<file path="src/rtl/fih_pkg.sv">
package fih_pkg;
  localparam int unsigned ST_W   = 12;
  localparam int unsigned B_TXE  = 0;
  localparam int unsigned B_TXF  = 1;
  localparam int unsigned B_TXT  = 2;
  localparam int unsigned B_RXE  = 3;
  localparam int unsigned B_RXF  = 4;
  localparam int unsigned B_RXT  = 5;
  localparam int unsigned B_DESC = 9;
  localparam int unsigned B_PKT  = 10;
  localparam int unsigned B_DERR = 11;
  localparam logic [ST_W-1:0] ST_IMPL = 12'hE3F;

  typedef enum logic [1:0] {
    RA_STAT = 2'd0,
    RA_EN   = 2'd1,
    RA_SIG  = 2'd2,
    RA_THR  = 2'd3
  } reg_sel_e;
endpackage

</file>
<file path="src/rtl/fih_level_cmp.sv">
module fih_level_cmp #(
  parameter int unsigned FIFO_DEPTH = 16,
  parameter int unsigned LVL_W      = 5,
  parameter int unsigned THR_W      = 5,
  parameter bit          IS_TX      = 1'b1
) (
  input  logic             clk,
  input  logic             rst,
  input  logic [LVL_W-1:0] level,
  input  logic [THR_W-1:0] thr,
  output logic             is_empty,
  output logic             is_full,
  output logic             thr_hit
);
  localparam int unsigned CW = (LVL_W > THR_W) ? LVL_W : THR_W;

  logic [CW-1:0] lvl_x;
  logic [CW-1:0] thr_x;

  assign lvl_x    = CW'(level);
  assign thr_x    = CW'(thr);
  assign is_empty = (level == '0);
  assign is_full  = (lvl_x == CW'(FIFO_DEPTH));

  generate
    if (IS_TX) begin : g_tx
      assign thr_hit = (thr != '0) && (lvl_x <= thr_x);
    end else begin : g_rx
      assign thr_hit = (thr != '0) && (lvl_x >= thr_x);
    end
  endgenerate

  // a zero field never yields a threshold event
  assert_zero_thr_R10: assert property (@(posedge clk) disable iff (rst)
    (thr == '0) |-> !thr_hit);
endmodule

</file>
<file path="src/rtl/fih_status_bank.sv">
module fih_status_bank
  import fih_pkg::*;
(
  input  logic            clk,
  input  logic            rst,
  input  logic [ST_W-1:0] set_v,
  input  logic [ST_W-1:0] clr_v,
  output logic [ST_W-1:0] stat_q
);
  always_ff @(posedge clk) begin
    if (rst) stat_q <= '0;
    else     stat_q <= ((stat_q & ~clr_v) | set_v) & ST_IMPL;
  end

  // a set bit not cleared stays set
  assert_sticky_R2: assert property (@(posedge clk) disable iff (rst)
    1'b1 |=> (($past(stat_q) & ~$past(clr_v) & ~stat_q) == '0));

  // an event wins over a clear in the same cycle
  assert_set_wins_R6: assert property (@(posedge clk) disable iff (rst)
    (|(set_v & ST_IMPL)) |=> ((stat_q & $past(set_v & ST_IMPL)) == $past(set_v & ST_IMPL)));

  // cleared bits with no concurrent event read zero
  assert_clear_R5: assert property (@(posedge clk) disable iff (rst)
    ((|clr_v) && !(|set_v)) |=> ((stat_q & $past(clr_v)) == '0));
endmodule

</file>
<file path="src/rtl/flash_irq_hub.sv">
module flash_irq_hub
  import fih_pkg::*;
#(
  parameter int unsigned DW         = 32,
  parameter int unsigned AW         = 2,
  parameter int unsigned FIFO_DEPTH = 16,
  parameter int unsigned LVL_W      = $clog2(FIFO_DEPTH + 1),
  parameter int unsigned THR_W      = 5,
  parameter int unsigned TX_THR_LSB = 8,
  parameter int unsigned RX_THR_LSB = 0
) (
  input  logic             clk,
  input  logic             rst,
  input  logic             reg_wr,
  input  logic [AW-1:0]    reg_addr,
  input  logic [DW-1:0]    reg_wdata,
  output logic [DW-1:0]    reg_rdata,
  input  logic             evt_desc_done,
  input  logic             evt_pkt_done,
  input  logic             evt_dma_err,
  input  logic             evt_soft_rst,
  input  logic [LVL_W-1:0] tx_level,
  input  logic [LVL_W-1:0] rx_level,
  output logic             irq_o
);
  logic [ST_W-1:0]  stat;
  logic [ST_W-1:0]  en_q;
  logic [ST_W-1:0]  sig_q;
  logic [THR_W-1:0] tx_thr_q;
  logic [THR_W-1:0] rx_thr_q;
  logic [ST_W-1:0]  set_v;
  logic [ST_W-1:0]  clr_v;
  logic tx_e, tx_f, tx_t, rx_e, rx_f, rx_t;
  logic wr_stat, wr_en, wr_sig, wr_thr;
  logic unused_wdata;

  assign unused_wdata = ^reg_wdata;
  assign wr_stat = reg_wr && (reg_addr == AW'(RA_STAT));
  assign wr_en   = reg_wr && (reg_addr == AW'(RA_EN));
  assign wr_sig  = reg_wr && (reg_addr == AW'(RA_SIG));
  assign wr_thr  = reg_wr && (reg_addr == AW'(RA_THR));

  fih_level_cmp #(.FIFO_DEPTH(FIFO_DEPTH), .LVL_W(LVL_W), .THR_W(THR_W), .IS_TX(1'b1)) u_tx_cmp (
    .clk(clk), .rst(rst), .level(tx_level), .thr(tx_thr_q),
    .is_empty(tx_e), .is_full(tx_f), .thr_hit(tx_t));

  fih_level_cmp #(.FIFO_DEPTH(FIFO_DEPTH), .LVL_W(LVL_W), .THR_W(THR_W), .IS_TX(1'b0)) u_rx_cmp (
    .clk(clk), .rst(rst), .level(rx_level), .thr(rx_thr_q),
    .is_empty(rx_e), .is_full(rx_f), .thr_hit(rx_t));

  always_comb begin
    set_v         = '0;
    set_v[B_TXE]  = tx_e | evt_soft_rst;
    set_v[B_TXF]  = tx_f;
    set_v[B_TXT]  = tx_t;
    set_v[B_RXE]  = rx_e | evt_soft_rst;
    set_v[B_RXF]  = rx_f;
    set_v[B_RXT]  = rx_t;
    set_v[B_DESC] = evt_desc_done;
    set_v[B_PKT]  = evt_pkt_done;
    set_v[B_DERR] = evt_dma_err;
    clr_v         = wr_stat ? reg_wdata[ST_W-1:0] : '0;
  end

  fih_status_bank u_bank (
    .clk(clk), .rst(rst), .set_v(set_v), .clr_v(clr_v), .stat_q(stat));

  always_ff @(posedge clk) begin
    if (rst) begin
      en_q     <= '0;
      sig_q    <= '0;
      tx_thr_q <= '0;
      rx_thr_q <= '0;
      irq_o    <= 1'b0;
      reg_rdata <= '0;
    end else begin
      if (wr_en)  en_q  <= reg_wdata[ST_W-1:0] & ST_IMPL;
      if (wr_sig) sig_q <= reg_wdata[ST_W-1:0] & ST_IMPL;
      if (wr_thr) begin
        tx_thr_q <= reg_wdata[TX_THR_LSB +: THR_W];
        rx_thr_q <= reg_wdata[RX_THR_LSB +: THR_W];
      end
      irq_o <= |(stat & en_q & sig_q);
      reg_rdata <= '0;
      case (reg_sel_e'(reg_addr[1:0]))
        RA_STAT: reg_rdata <= DW'(stat);
        RA_EN:   reg_rdata <= DW'(en_q);
        RA_SIG:  reg_rdata <= DW'(sig_q);
        default: begin
          reg_rdata[TX_THR_LSB +: THR_W] <= tx_thr_q;
          reg_rdata[RX_THR_LSB +: THR_W] <= rx_thr_q;
        end
      endcase
    end
  end

  // without an overlap in either mask the line stays low
  assert_en_gate_R4: assert property (@(posedge clk) disable iff (rst)
    !(|(stat & en_q)) |=> !irq_o);
  assert_sig_gate_R4: assert property (@(posedge clk) disable iff (rst)
    !(|(stat & sig_q)) |=> !irq_o);
  // unmapped mask bits never hold a one
  assert_mask_bits_R13: assert property (@(posedge clk) disable iff (rst)
    ((en_q & ~ST_IMPL) == '0) && ((sig_q & ~ST_IMPL) == '0));
endmodule

</file>
<file path="config.mk">
export PLATFORM = sky130hd
export DESIGN_NAME = flash_irq_hub
export DESIGN_NICKNAME = d
export VERILOG_FILES = /design/src/rtl/fih_pkg.sv /design/src/rtl/fih_level_cmp.sv /design/src/rtl/fih_status_bank.sv /design/src/rtl/flash_irq_hub.sv
export SDC_FILE = /design/constraint.sdc
export NUM_CORES = 1
export LEC_CHECK = 0
export BUFFER_PORTS_ARGS = -buffer_cell sky130_fd_sc_hd__buf_4
export CAP_MARGIN = 20
export CORE_ASPECT_RATIO = 0.8
export CORE_MARGIN = 2
export CORE_UTILIZATION = 46
export DETAILED_ROUTE_END_ITERATION = 10
export PLACE_DENSITY = 0.77
export SYNTH_ARGS = -nofsm -noshare
export SYNTH_HDL_FRONTEND = slang
export SYNTH_HIERARCHICAL = 1
export SYNTH_SLANG_ARGS = --single-unit
</file>
<file path="constraint.sdc">
create_clock -name clk -period 1.3 [get_ports clk]
set_clock_uncertainty 0.1 [all_clocks]
set_input_delay 0.26 -clock clk [delete_from_list [all_inputs] [get_ports clk]]
set_output_delay 0.26 -clock clk [all_outputs]
set_load 0.02 [all_outputs]
</file>
Word level (Yosys, flattened, before mapping)
Index checks and enable logic that the tools add are counted.
Storage, ports and cells
  register bits after elaboration: 73
  input bits: 51
  output and inout bits: 33
  logic and storage cells: 39
Cells by class
  $lt $le $gt $ge: 2
  equal/unequal tests: 5
  mux-type cells: 4
  bitwise gates (word level): 7
  reduce and logical (&&, ||, !) cells: 12
Operators with widths (number)
  12-bit AND: 3
  5-bit one-hot mux with 3 select lines: 2
  12-bit 2-to-1 mux: 1
  12-bit NOT: 1
  12-bit OR: 1
  12-bit OR reduction: 1
  5-bit == test (second input constant): 2
  5-bit zero test: 2
  5-bit nonzero test: 2
  3-bit one-hot mux with 3 select lines: 1
  1-bit logical AND: 6
  5-bit greater-or-equal comparator: 1
  5-bit less-or-equal comparator: 1
  2-bit == test (second input constant): 2
  2-bit by 1-bit == test with 1-bit output (second input constant): 1
  2-bit zero test: 1
  1-bit OR: 2

Longest topological paths before layout
  depth in word-level cells: 6
  depth in mapped cells: 8
  gate-level depth less buffers: 8

Modules after synthesis
The synthesis kept the hierarchy.
By module, submodules not included
  flash_irq_hub: instances 1, cells an instance 199, area an instance 1990.7 um^2, seq. area each 840.8 um^2
  fih_status_bank: instances 1, cells an instance 41, area an instance 454.2 um^2, seq. area each 180.2 um^2
  fih_level_cmp at u_tx_cmp: instances 1, cells an instance 24, area an instance 158.9 um^2, seq. area each 0.0 um^2
  fih_level_cmp at u_rx_cmp: instances 1, cells an instance 21, area an instance 145.1 um^2, seq. area each 0.0 um^2

Worst setup path before layout
OpenSTA, ideal clock, no wires.
  path type: register -> register
  start: register tx_thr_q[4]
  end: register u_bank.stat_q[2]
  library setup time: 0.066 ns
  arrival time: 1.280 ns
  data required time: 1.134 ns
  path slack: -0.146 ns
  cell stages (with the launch flop): 8
  buffers on the path: 0
  period minus slack after synthesis: 1.446 ns
  path through: dfxtp_1 inv_1 ha_1 nand4_1 or2_2 a21oi_1 inv_1 a21oi_2
On the way
  longest elaborated chain between the ends: 3
  elaborated cells on any way between the ends: 4
  those cells by class: 1 x order compare; 1 x bitwise; 2 x reduce/logical
RTL lines
  start: declaration: RTL line flash_irq_hub.sv:29  | logic [THR_W-1:0] tx_thr_q;
  start signal: assignment: RTL line flash_irq_hub.sv:80  | tx_thr_q <= reg_wdata[TX_THR_LSB +: THR_W];
  5-bit less-or-equal comparator or 5-bit nonzero test (tied branches): RTL line fih_level_cmp.sv:27  | assign thr_hit = (thr != '0) && (lvl_x <= thr_x);
  1-bit logical AND *: RTL line fih_level_cmp.sv:27
  net set_v[2]: RTL line flash_irq_hub.sv:31  | logic [ST_W-1:0] set_v;
  12-bit OR *: RTL line fih_status_bank.sv:12  | else stat_q <= ((stat_q & ~clr_v) | set_v) & ST_IMPL;
  end signal: assignment: RTL line fih_status_bank.sv:12
  end: declaration: RTL line fih_status_bank.sv:8  | output logic [ST_W-1:0] stat_q
Mark *: on every way through the listed nets, which the timed path passes. The rest lies on a longest branch.
A chain may end at the register's enable or synchronous reset.

Worst setup path after layout
  start: register tx_thr_q[2]
  end: register u_bank.stat_q[2]
Same word-level chain as after synthesis.

==> impl_summary.txt <==
----------------------------------------------------
[Run status]
  Result of the run ... finished, violations left
  Violated checks ... setup timing

[Layout]
  # nets final ... 406
  Most frequent cells in the layout ... buf_4 (68), dfxtp_1 (43), nor2_1 (26)
  Area grow syn2layout ... 22.5%
  Layout cells sized above 1 ... 0.370
  Antenna diode count ... 0
  Count of non-filler cells in the finished layout ... 427
  Most common library cell in the layout ignoring fill and taps ... buf_4

[Floorplanning]
  CORE AREA ... 0.00582 sq mm
  Ports placed on the boundary ... 84
  Die boundary height ... 72.9 microns
  Overall die area ... 0.00657 sq mm
  Die width ... 90.1 microns
  Initial core utilization ... 0.469
  Row cnt ... 25

[Power]
  Total power ... 0.00313 W
  Highest ir drop seen on vdd ... 0.416 mV
  Static leakage ... 1.55 nW
  Power per Cell Area ... 937 mW/mm^2

[Placed design]
  Hpwl dp ... 4340 microns
  Final GP Congestion ... 0.822
  Total placed cells including tap cells ... 418
  Number of input and output port buffers inserted ... 43

[Setup path]
  Worst r2r path cells ... 6
  Capturing element type of the critical path ... flip-flop
  Type of the worst setup path ... flip-flop to flip-flop
  Worst setup slack for register-to-register paths ... -0.15 ns
  Data arrival time of the worst path ... 1.54 ns
  Kind of start point of the critical path ... flip-flop
  Largest fanout on the critical path ... 3
  Required time reported for the critical path endpoint ... 1.39 ns

[Timing]
  Worst Setup Slack, final ... -0.151 ns
  Final critical delay including setup and external delays ... 1.45 ns
  Final count of hold timing violations ... 0
  Ratio of final minimum period to clock period ... 1.12
  Max-slew violation total from the final report ... 0
  Max Clk Rate ... 0.689 GHz
  Unrepaired setup endpoints after global routing ... yes
  Setup violation total in the final timing report ... 3
  Final hold slack ... 0.0878 ns

[Route]
  Number of nets with antenna violations after detailed routing ... 0
  Drt via density ... 4.85
  Post-detailed-route DRC marker count ... 0
  WL final ... 5800 microns
  First drt pass iteration count ... 4
  Final routed wire length divided by cell count ... 13.6 microns
  Starting DRT DRC Count ... 120
  Via count of the routed design ... 2073

[CTS]
  Sinks on Clock Net ... 51
  Later-pin clock latency in the skew report ... 0.30 ns
  Clock tree from TritonCTS ... built
  Maximum level of the CTS H-tree ... 2
  Total CTS buffers ... 5
  CTS Root Cell ... clkbuf_8
  Clock slew at reported path FFs ... 0.09 ns
  Max Buffers Root-to-Sink ... 2

[Logic synthesis]
  Mapped Area ... 0.00273 sq mm
  Synth Warn # ... 6
  Number of instances in the synthesized netlist ... 282
  Mean cell area of the mapped netlist ... 9.68 sq um

[Global routing]
  Total GRT Usage ... 0.187
  Largest net degree at the start of global routing ... 29
  Number of global-route vias before repair ... 2038
  Wire length of the first global-routing pass ... 9560 microns
  Antenna violations before repair ... 0
  GR Overflow Total ... 0

[Worst hold path]
  Hold/Removal Path Class ... input pin to flip-flop
  Number of cells traversed by the worst hold path ... 3

[Flow run]
  Max-capacitance violation count ... 0

----------------------------------------------------
==> worst max-delay path, cell delays in order (launching register included) <==
cell,delay (ns)
dfxtp_2,0.33
buf_4,0.14
or4_1,0.46
nor2_1,0.14
a21oi_2,0.04
inv_1,0.08
a21oi_2,0.05
==> final timing paths <==
path,endpoint,startpoint
hold reg to reg,u_bank/stat_q[3]$_SDFF_PP0_,u_bank/stat_q[3]$_SDFF_PP0_
hold / removal,u_bank/stat_q[9]$_SDFF_PP0_,evt_desc_done
setup reg to reg,u_bank/stat_q[2]$_SDFF_PP0_,tx_thr_q[2]$_SDFFE_PP0P_
setup / recovery,u_bank/stat_q[2]$_SDFF_PP0_,tx_thr_q[2]$_SDFFE_PP0P_
==> routing by layer <==
metal	vias to the layer above	global-route usage	wire length, microns
met5	-	0	0
met4	0	0.0650	63
met3	7	0.0413	342
met2	64	0.307	2710
met1	976	0.246	2680
li1	1026	-	-
==> stage by stage <==
stage	setup TNS (ns)	util	setup WS [ns]	instance area (sq um)
3_3_place_gp	-1.79	0.549	-0.198	3200
3_5_place_dp	-2.47	0.549	-0.277	3200
6_report	-0.368	0.575	-0.151	3340
4_1_cts	-0.355	0.572	-0.136	3330
2_1_floorplan	-0.158	-	-0.0912	2830
5_1_grt	-0.583	0.575	-0.238	3340
==> registers in the layout, summed over array words and instances (netlist names) <==
name and count:
reg_rdata 13, en_q 9, sig_q 9, u_bank/stat_q 9, rx_thr_q 5, tx_thr_q 5
irq_o 1
==> final cells by class <==
type / count / area (sq um)
Fill cell: 543 / 2470
Inverter: 22 / 82.6
Multi-Input combinational cell: 193 / 1480
Tap cell: 81 / 101
Timing Repair Buffer: 72 / 564
Clock buffer: 7 / 76.3
Clock inverter: 1 / 5.00
Sequential cell: 51 / 1030
==> what timing repair did <==
item,4_1_cts,5_1_grt
endpoints found under the hold margin,0,0
pin swaps,4,1
hold buffers,0,0
setup endpoints to repair,2,6
setup buffers,1,0
resized for setup,8,4
==> report_power, final <==
group,switching (W),internal [W]
registers,0.0000450,0.00162
logic,0.000293,0.000284
clock network,0.000511,0.000379
total,0.000849,0.00228
No activity file was read; power rests on OpenSTA's default activity.
